===== config.mk =====
export PLATFORM = sky130hd
export DESIGN_NAME = hc_irq_regs
export DESIGN_NICKNAME = d
export VERILOG_FILES = /design/src/rtl/hc_irq_regs.sv
export SDC_FILE = /design/constraint.sdc
export NUM_CORES = 1
export LEC_CHECK = 0
export ABC_AREA = 0
export BUFFER_PORTS_ARGS = -buffer_cell sky130_fd_sc_hd__buf_2
export CORE_MARGIN = 4
export CORE_UTILIZATION = 40
export CTS_CLUSTER_DIAMETER = 80
export DETAILED_ROUTE_END_ITERATION = 16
export GPL_ROUTABILITY_DRIVEN = 0
export MAX_ROUTING_LAYER = met4
export PLACE_DENSITY = 0.79
export SLEW_MARGIN = 0
export SYNTH_ARGS = -nofsm -noshare
export SYNTH_HDL_FRONTEND = slang
export SYNTH_SLANG_ARGS = --single-unit
export TNS_END_PERCENT = 50

===== constraint.sdc =====
create_clock -name clk -period 1.15 [get_ports clk]
set_input_delay 0.0575 -clock clk [delete_from_list [all_inputs] [get_ports clk]]
set_output_delay 0.0575 -clock clk [all_outputs]
set_load 0.005 [all_outputs]

===== src/rtl/hc_irq_regs.sv =====
module hc_irq_regs #(
  parameter int             AW      = 8,
  parameter logic [AW-1:0]  STS_OFS = 8'h0C,
  parameter logic [AW-1:0]  ENA_OFS = 8'h10,
  parameter logic [AW-1:0]  DIS_OFS = 8'h14
) (
  input  logic          clk,
  input  logic          rst_n,
  input  logic          wr_en,
  input  logic [AW-1:0] addr,
  input  logic [31:0]   wdata,
  output logic [31:0]   rdata,
  input  logic          ev_sched_ovr,
  input  logic          ev_done_wb,
  input  logic          ev_sof,
  input  logic          ev_resume,
  input  logic          ev_hub_chg,
  input  logic          ev_own_chg,
  input  logic          frame_msb,
  output logic          irq
);
  localparam logic [31:0] EVT_MASK = 32'h4000_006F;
  localparam logic [31:0] ENA_MASK = EVT_MASK | 32'h8000_0000;

  logic [31:0] sts, ena;
  logic        frame_q;

  wire sts_wr = wr_en && (addr == STS_OFS);
  wire ena_wr = wr_en && (addr == ENA_OFS);
  wire dis_wr = wr_en && (addr == DIS_OFS);

  wire [31:0] hw_set = {1'b0, ev_own_chg, 23'd0, ev_hub_chg, frame_msb ^ frame_q,
                        1'b0, ev_resume, ev_sof, ev_done_wb, ev_sched_ovr};
  wire [31:0] sw_clr = sts_wr ? wdata : 32'd0;
  wire [31:0] sw_on  = ena_wr ? wdata : 32'd0;
  wire [31:0] sw_off = dis_wr ? wdata : 32'd0;

  always_ff @(posedge clk or negedge rst_n) begin
    if (!rst_n) begin
      sts     <= '0;
      ena     <= '0;
      frame_q <= 1'b0;
      irq     <= 1'b0;
    end else begin
      sts     <= ((sts & ~sw_clr) | hw_set) & EVT_MASK;
      ena     <= ((ena | sw_on) & ~sw_off) & ENA_MASK;
      frame_q <= frame_msb;
      irq     <= ena[31] & (|(sts & ena & EVT_MASK));
    end
  end

  always_comb begin
    if (addr == STS_OFS)                          rdata = sts;
    else if (addr == ENA_OFS || addr == DIS_OFS)  rdata = ena;
    else                                          rdata = '0;
  end

  AST_SOF_LATCH:  assert property (@(posedge clk) disable iff (!rst_n)
    ev_sof |=> sts[2]);
  AST_STS_HOLD:   assert property (@(posedge clk) disable iff (!rst_n)
    !sts_wr |=> ((sts & $past(sts)) == $past(sts)));
  AST_CLR_TAKES:  assert property (@(posedge clk) disable iff (!rst_n)
    (sts_wr && wdata[0] && !ev_sched_ovr) |=> !sts[0]);
  AST_SET_WINS:   assert property (@(posedge clk) disable iff (!rst_n)
    (sts_wr && wdata[2] && ev_sof) |=> sts[2]);
  AST_ENA_STICKY: assert property (@(posedge clk) disable iff (!rst_n)
    !dis_wr |=> ((ena & $past(ena)) == $past(ena)));
  AST_NO_MASTER:  assert property (@(posedge clk) disable iff (!rst_n)
    !ena[31] |=> !irq);
endmodule


; Word-level counts from Yosys, hierarchy flattened
; Index checks and enable logic that the tools add are counted.
; Widths: inputs -> output; s select.
[classes]
n_bitwise = 9
n_eq_ne = 3
mux = 5
reduce_logical = 5
add_sub_neg = 0
shift = 0
n_mul = 0
n_lt_le_gt_ge = 0
n_div = 0
[op_table]
columns = operator, count
row1 = $mux 32, 4
row2 = $and 31x31->31, 2
row3 = $and 32x32->32, 1
row4 = $not 32->32, 1
row5 = $or 32x32->32, 1
row6 = $mux 31, 1
row7 = $not 31->31, 1
row8 = $or 31x31->31, 1
row9 = $eq 8x5->1 const B, 2
row10 = $eq 8x4->1 const B, 1
row11 = $reduce_or 7->1, 1
row12 = $logic_and 1x1->1, 3
row13 = $and 1x1->1, 1
row14 = $logic_or 1x1->1, 1
row15 = $xor 1x1->1, 1
[word_totals]
reg_bits = 17
romBits = 0
input_bits = 50
out_inout_bits = 33
latchBits = 0
elab_cells = 26
mem_count = 0
ramBits = 0

; Depth between registers and ports, before layout
; Gate-level depths: netlist of the first run.
[logic_depth]
depth_word = 6
mapped_depth = 6
mapped_depth_nobuf = 3

; Least setup slack after synthesis of the first run
; No wires, ideal clock.
[synth_path]
path_type = input -> register
startpoint = in addr[2]
endpoint = reg sts[0]
required_ns = 1.077
setup_ns = 0.073
path_slack_ns = 0.207
arrival_ns = 0.870
path_buffers = 3
path_stages = 6
cell_sequence = buf_6 and3b_1 buf_6 and3b_1 buf_6 a21oi_2
[synth_via]
elab_chain_len = 6
[synth_lines]
columns = element, line
row1 = "start, declared", 10  ; input logic [AW-1:0] addr,
row2 = $eq 8x4->1, 28  ; wire sts_wr = wr_en && (addr == STS_OFS);
row3 = $logic_and 1x1->1, 28
row4 = $mux 31, 34  ; wire [31:0] sw_clr = sts_wr ? wdata : 32'd0;
row5 = $not 31->31, 45  ; sts <= ((sts & ~sw_clr) | hw_set) & EVT_MASK;
row6 = $and 31x31->31, 45
row7 = $or 31x31->31, 45
row8 = "end signal, assigned", 45
row9 = "end, declared", 25  ; logic [31:0] sts, ena;
; Every way passes these cells.

; Worst setup path after layout of the first run
[layout_path]
startpoint = reg sts[3]
endpoint = reg irq
[layout_via]
elab_chain_len = 3
[layout_lines]
columns = element, line
row1 = $and 31x31->31, 48  ; irq <= ena[31] & (|(sts & ena & EVT_MASK));
row2 = $reduce_or 7->1, 48
row3 = $and 1x1->1, 48
row4 = "end signal, assigned", 48
row5 = "end, declared", 20  ; output logic irq
; Every way passes these cells.

==> results of run 1 <==
layout make-up:
class,instances,area share
timing repair buffer,48,0.213
tap,31,0.0282
clock buffer,4,0.0191
multi-input combinational,93,0.407
sequential,17,0.309
inverter,9,0.0245
worst min-delay path: cells and delay by family:
family | cells | cell delay, ps
AND/OR/NAND/NOR | 1 | 40
AO/OA/AOI/OAI | 1 | 80
buffers and inverters | 1 | 80
repair_timing:
item	in CTS	in global routing
hold buffers	2	0
buffers inserted	0	5
endpoints found under the setup margin	0	8
gates resized for setup	0	4
endpoints found under the hold margin	18	0
report_power, final:
part	switching, mW	leakage (nW)	internal, mW
Combinational	0.109	0.566	0.0875
Sequential	0.0121	0.154	0.614
Clock	0.181	0.0150	0.135
state kept, by name, summed over array words and instances (netlist names):
register,flops
ena,8
frame_q,1
sts,7
irq,1
cells in the mapped netlist:
library cell / n / area [um^2]
sky130_fd_sc_hd__inv_1: 9 / 33.8
sky130_fd_sc_hd__clkbuf_1: 2 / 7.51
sky130_fd_sc_hd__xor2_1: 1 / 8.76
sky130_fd_sc_hd__nor4_2: 1 / 12.5
sky130_fd_sc_hd__and3_1: 1 / 6.26
sky130_fd_sc_hd__mux2i_1: 8 / 80.1
sky130_fd_sc_hd__dfrtp_1: 17 / 425
sky130_fd_sc_hd__and3b_1: 2 / 17.5
sky130_fd_sc_hd__conb_1: 1 / 3.75
sky130_fd_sc_hd__nand2_1: 7 / 26.3
sky130_fd_sc_hd__buf_6: 3 / 33.8
sky130_fd_sc_hd__nor2b_1: 1 / 6.26
sky130_fd_sc_hd__a222oi_1: 1 / 10.0
sky130_fd_sc_hd__a22oi_1: 9 / 67.6
sky130_fd_sc_hd__a31oi_1: 1 / 6.26
sky130_fd_sc_hd__nor2_1: 19 / 71.3
sky130_fd_sc_hd__nand2b_1: 1 / 6.26
sky130_fd_sc_hd__a21oi_1: 1 / 5.00
sky130_fd_sc_hd__o21ai_2: 1 / 8.76
sky130_fd_sc_hd__nand4_1: 8 / 50.1
sky130_fd_sc_hd__a21oi_2: 5 / 43.8
sky130_fd_sc_hd__a21oi_4: 1 / 16.3
sky130_fd_sc_hd__buf_4: 24 / 180
sky130_fd_sc_hd__nor3b_2: 1 / 12.5
sky130_fd_sc_hd__buf_2: 1 / 5.00
stage by stage:
step / cell area (um^2) / setup WS [ps] / hold slack [ps] / util
2_1_floorplan: 1230 / 207 / -238 / -
3_3_place_gp: 1280 / 7.43 / 3.26 / 0.464
3_5_place_dp: 1280 / 15.1 / 2.35 / 0.464
4_1_cts: 1330 / 6.23 / 7.32 / 0.480
5_1_grt: 1380 / -33.2 / 3.67 / 0.500
6_report: 1380 / 28.0 / 14.0 / 0.500
worst min path at each step:
stage                     startpoint  depth (start not counted)                 to  slack, ps
after detailed placement       rst_n                          1  frame_q$_DFF_PN0_          2
after CTS                 ev_hub_chg                          3   sts[6]$_DFF_PN0_          7
final                         ev_sof                          3   sts[2]$_DFF_PN0_         10
after global placement         rst_n                          1   sts[6]$_DFF_PN0_          3
after global routing          ev_sof                          3   sts[2]$_DFF_PN0_          4
after floorplan                rst_n                          0   ena[0]$_DFF_PN0_       -240
layer usage:
| layer | up-vias | wire length, um | part of all wire |
|---|---|---|---|
| met1 | 475 | 999 | 0.40 |
| met4 | 0 | 39 | 0.016 |
| met3 | 5 | 281 | 0.11 |
| met5 | - | 0 | 0 |
| met2 | 53 | 1190 | 0.47 |
| li1 | 468 | - | - |
cells by family after synthesis:
family                    after synthesis
AOI/OAI and AO/OA                      19
xor gates and xnor gates                1
buffers and inverters                  39
DFF                                    17
muxes                                   8
other                                   1
and+or+nand+nor                        41
==> impl_results.md, run 1 <==
* Status: finished, final reports clean
* Count of antenna-violating nets left after detailed routing at 0
* Critical path endpoint: irq$_DFF_PN0_
* Core area at 0.00276 mm^2
* Post-detail-place hpwl at between 1500 and 2000 um
* Worst reg2reg startpoint: sts[3]$_DFF_PN0_
* Max_cap viols at 0
* Max Fclk at between 0.8 and 0.9 GHz
* Data required time of the worst path at between 1000 and 1500 ps
* Compound-cell area share of the yosys netlist at 0.138
* Clock-pin slew on the worst setup and hold paths at about 100 ps
* Most used cells in the layout excluding fill and tap cells: sky130_fd_sc_hd__buf_2, sky130_fd_sc_hd__conb_1, sky130_fd_sc_hd__nor2_1
* TritonCTS clock tree: done
* Average wire per standard cell at about 12 um
* NumNets Final at around 220
* Number of inserted filler cells in the final layout at 271
* Area share of xor/xnor cells in the synthesized design at 0.00765
* Met3 track utilization from global routing at 0.0314
* Die Height at 61.5 um
* Total track usage at 0.142
* CTS sink count at 17
* Iteration-0 DRC count of the detailed router at 38
* Flop and latch count out of synthesis at 17
* Crit path launch type: flop
* Die area at 0.00378 mm^2
* Master cell of the clock root buffer: sky130_fd_sc_hd__clkbuf_4
* Clock latency on the worst-skew pair at approximately 280 ps
* Static Leakage at between 0.7 and 0.8 nW
* Number of instances in the synthesized netlist at ~130
* Port buffer count at 34
* Routing usage on met1 at 0.185
* Total congestion overflow at 0
* Simple-gate portion of the synthesized area at 0.183
* Via count of the first global-routing pass at 860
* Largest vdd supply drop at ~0.59 mV
* Total number of yosys warnings at 0
* Effective utilization at floorplan at 0.415
* Minimum period implied by the final worst setup slack at 1120 ps
* Mux cell area share after synthesis at 0.0699
* Std cell rows at 19
* First-pass GRT wire length at just under 4000 um
* Overall via count from detail_route at around 1000
* Worst clock skew on the final layout at ~4.6 ps
* Slowest stage delay, CP at ~440 ps
* Number of H-tree levels at 1
* DRC violation count after routing at 0
* Largest net degree at the start of global routing at 18
* Tcrit/Tclk final at 0.976
* Fraction of the yosys area taken by sequential cells at 0.372
* Count of buffering cells on the critical path with inverters included at 0
* Critical-path cell list: a222oi_1 -> a31oi_1
* Number of stages on the worst setup path at 2
* Average cell area after synthesis at roughly 9.1 um^2
* Power Total at 1.14 mW
* Reg2reg setup slack at approximately 28 ps
* Met2 GRT Util at 0.221
* Wire length after detailed routing at ~2500 um
* Number of buffers between clock root and the deepest sink at 2
* Arrival time of data at the critical path endpoint at 1270 ps
* Start point of the critical path: sts[3]$_DFF_PN0_
* Area growth, synth to finish at 20.3%
* Cell family with the largest share of critical-path delay: compound AO/OA/AOI/OAI gates
* Fraction of layout instances using a drive strength above 1 at 0.363
* Setup Viol. Count Final at 0
* Router iterations before antenna repair at 4
* Number of placed cells counting well taps at between 150 and 200
* IO Pins at 83
* Storage cell area at 425 um^2
* Max-slew violations at 0
* Post-route insts no fill at 202
* Reg-to-Reg End: irq$_DFF_PN0_
* Setup crit end kind: flop
* Highest-utilization routing layer at the global route stage: met2
* Final hold vios at 0
* Post-Synth Adder-Cell Area at 0
* Main combinational cell family by area after synthesis: buffers and inverters
* Netlist area before placement at 0.00114 mm^2
* Critical-path top delay cell: sky130_fd_sc_hd__a222oi_1
* Setup repair after global routing missed its margin: yes
* Footprint of the multi-input gates at around 560 um^2
* Largest fanout of any net on the critical path at 3
* Final antenna diode count at 0
* Synth unique cells at 25
* FF-to-FF path depth at 2
* Summed negative setup slack over all endpoints at 0 ps
* Most common library cell in the layout ignoring fill and taps: sky130_fd_sc_hd__buf_2
* Worst min-delay path class: input port to flop
* Number of buffers added by the clock tree synthesis step at 3
* Via/cell ratio at approximately 5.0
* Initial antenna violation count at 0
* Power Dens Cells at slightly above 800 mW/mm^2
* Setup CP Type: flop to flop
* Die Width at between 60 and 70 um
Note: power is estimated with default switching activity, not from simulation.
==> inputs of run 2 (changes only) <==
--- a/config.mk
+++ b/config.mk
@@ -13,7 +13,7 @@
 export DETAILED_ROUTE_END_ITERATION = 16
 export GPL_ROUTABILITY_DRIVEN = 0
 export MAX_ROUTING_LAYER = met4
-export PLACE_DENSITY = 0.79
+export PLACE_DENSITY = 0.83
 export SLEW_MARGIN = 0
 export SYNTH_ARGS = -nofsm -noshare
 export SYNTH_HDL_FRONTEND = slang
==> run 2 against run 1 <==
Against the previous run:
- the run now ends with hold timing, setup timing left
- core utilization rose by 1.8 points
- first-iteration DRC count rose by 5.3%
- clock skew rose by 5.7 ps
- largest power group unchanged
- highest routed layer unchanged
==> impl_results.md, run 2 (same netlist as run 1, synthesis figures left out) <==
* Arrival time of data at the critical path endpoint at 1100 ps (-170 ps)
* Post-detail-place hpwl at 1940 um (-2.2%)
* IO Pins at 83 (unchanged)
* Fraction of layout instances using a drive strength above 1 at 0.392 (+0.0295)
* Overall via count from detail_route at 1003 (+0.20%)
* Number of buffers between clock root and the deepest sink at 2 (unchanged)
* Status: finished with violations
* Initial antenna violation count at 0 (unchanged)
* Number of buffers added by the clock tree synthesis step at 3 (unchanged)
* Worst hold slack after final layout at -4.72 ps (-18.7 ps)
* Power Dens Cells at 825 mW/mm^2 (-0.18%)
* Port buffer count at 34 (unchanged)
* Total track usage at 0.139 (-0.00228)
* Wire length after detailed routing at 2790 um (+11%)
* Cell area after placement at 0.00127 mm^2 (-0.98%)
* Die area at 0.00378 mm^2 (unchanged)
* Cell-internal power at 841 uW (+0.51%)
* Start point of the critical path: ena[6]$_DFF_PN0_
* Power Total at 1.18 mW (+3.4%)
* Switching share of total power at 0.286 (+0.0209)
* Largest vdd supply drop at 0.794 mV (+34%)
* Max_cap viols at 0 (unchanged)
* Via/cell ratio at 4.85 (-2.2%)
* Reg2reg setup slack at 20 ps (about the same)
* Area growth, synth to finish at 24.7%
* Fraction of power consumed by sequential logic at 0.533 (-0.017)
* FF-to-FF path depth at 2 (unchanged)
* Most common library cell in the layout ignoring fill and taps: sky130_fd_sc_hd__buf_2
* Final hold vios at 1 (+1)
* Final worst slack at -6.55 ps (-34.5 ps)
* Core area at 0.00276 mm^2 (unchanged)
* Largest register FFs at 8 (unchanged)
* Summed negative setup slack over all endpoints at -6.55 ps (-6.55 ps)
* Setup repair after global routing missed its margin: yes
* Die Height at 61.5 um (unchanged)
* Post-route insts no fill at 207 (+2.5%)
* Most used cells in the layout excluding fill and tap cells: sky130_fd_sc_hd__buf_2, sky130_fd_sc_hd__conb_1, sky130_fd_sc_hd__nor2_1
* Setup CP Type: flop to output port
* Proportion of power drawn by combinational gates at 0.182 (+0.009)
* Master cell of the clock root buffer: sky130_fd_sc_hd__clkbuf_4
* Via count of the first global-routing pass at 828 (-3.7%)
* Iteration-0 DRC count of the detailed router at 40 (+5.3%)
* TritonCTS clock tree: done
* Average wire per standard cell at 13.5 um (+8.1%)
* Clock latency on the worst-skew pair at 300 ps (+20 ps)
* Router iterations before antenna repair at 4 (unchanged)
* Static Leakage at 0.759 nW (+3.1%)
* Effective utilization at floorplan at 0.415 (unchanged)
* Proportion of power drawn by the clock network at 0.285 (+0.008)
* Violations in the final reports: hold timing, setup timing
* Worst clock skew on the final layout at 10.2 ps (+5.66 ps)
* Total congestion overflow at 0 (unchanged)
* Setup crit end kind: output port
* Largest registers: ena (8), sts (7)
* Worst reg2reg startpoint: sts[3]$_DFF_PN0_
* Worst min-delay path class: input port to flop
* Data required time of the worst path at 1090 ps (-210 ps)
* First-pass GRT wire length at 3740 um (-3.7%)
* Clock-pin slew on the worst setup and hold paths at 110 ps (about the same)
* CTS sink count at 17 (unchanged)
* Crit path launch type: flop
* Register bank with the most flops: ena
* DRC violation count after routing at 0 (unchanged)
* Number of placed cells counting well taps at 191 (unchanged)
* Largest net degree at the start of global routing at 18 (unchanged)
* Critical path endpoint: rdata[6]
* Std cell rows at 19 (unchanged)
* Number of H-tree levels at 1 (unchanged)
* NumNets Final at 227 (+2.3%)
* Sw power at 337 uW (+12%)
* Max Fclk at 0.865 GHz (-3.0%)
* Minimum period implied by the final worst setup slack at 1160 ps (+34.5 ps)
* Reg-to-Reg End: irq$_DFF_PN0_
* Largest fanout of any net on the critical path at 3 (unchanged)
* Final core utilization at 0.518 (+0.0181)
* Setup Viol. Count Final at 1 (+1)
* Count of antenna-violating nets left after detailed routing at 0 (unchanged)
* Final antenna diode count at 0 (unchanged)
* Die Width at 61.5 um (unchanged)
* Tcrit/Tclk final at 1.01 (+0.0300)
* Max-slew violations at 0 (unchanged)
* Post-route design area at 0.00143 mm^2 (+3.6%)
run 2: final cells by class:
| class | count | area (um^2) |
|---|---|---|
| tap | 31 | 38.8 |
| inverter | 9 | 33.8 |
| clock inverter | 1 | 5.00 |
| fill | 266 | 1330 |
| timing repair buffer | 53 | 320 |
| sequential | 17 | 425 |
| multi-input combinational | 93 | 582 |
| clock buffer | 3 | 22.5 |
run 2: worst min path at each step:
| stage | slack, ps | to | start | depth (start not counted) |
|---|---|---|---|---|
| 6_report | -5 | sts[3]$_DFF_PN0_ | ev_resume | 3 |
| 5_1_grt | 9 | sts[2]$_DFF_PN0_ | ev_sof | 3 |
| 4_1_cts | 0.2 | sts[3]$_DFF_PN0_ | ev_resume | 3 |
| 3_5_place_dp | -0.9 | sts[1]$_DFF_PN0_ | rst_n | 1 |
| 3_3_place_gp | -7 | frame_q$_DFF_PN0_ | rst_n | 1 |
| 2_1_floorplan | -240 | ena[0]$_DFF_PN0_ | rst_n | 0 |
run 2: power groups by stage:
stage	combinational, mW	clock (mW)	sequential, mW
2_1_floorplan	0.151	0	0.635
3_3_place_gp	0.174	0	0.637
3_5_place_dp	0.176	0	0.638
4_1_cts	0.183	0.337	0.626
5_1_grt	0.242	0.375	0.629
6_report	0.215	0.336	0.627
run 2: worst max-delay path, stage by stage, from the launching register on:
cell and delay (ps):
sky130_fd_sc_hd__dfrtp_1 420, sky130_fd_sc_hd__a22oi_1 180, sky130_fd_sc_hd__nor2_1 60, sky130_fd_sc_hd__buf_2 130
run 2: metrics by stage:
stage | worst slack [ps] | hold WS [ps]
detailed placement | 12.8 | -0.938
global route | -71.5 | 8.72
global placement | 40.0 | -6.70
finish | -6.55 | -4.72
floorplan | 207 | -238
CTS | 4.83 | 0.242
run 2: timing repair:
item	4_1_cts	5_1_grt
hold buffers	2	1
resized for setup	0	7
hold endpoints to repair	18	1
buffers inserted	0	9
endpoints found under the setup margin	0	8
run 2: layer usage:
metal | wire length (um) | share of wire | up-vias | GRT usage
met4 | 67 | 0.024 | 0 | 0.0636
met2 | 1410 | 0.51 | 45 | 0.220
met3 | 198 | 0.071 | 7 | 0.0252
met5 | 0 | 0 | - | -
met1 | 1110 | 0.40 | 474 | 0.173
li1 | - | - | 477 | -
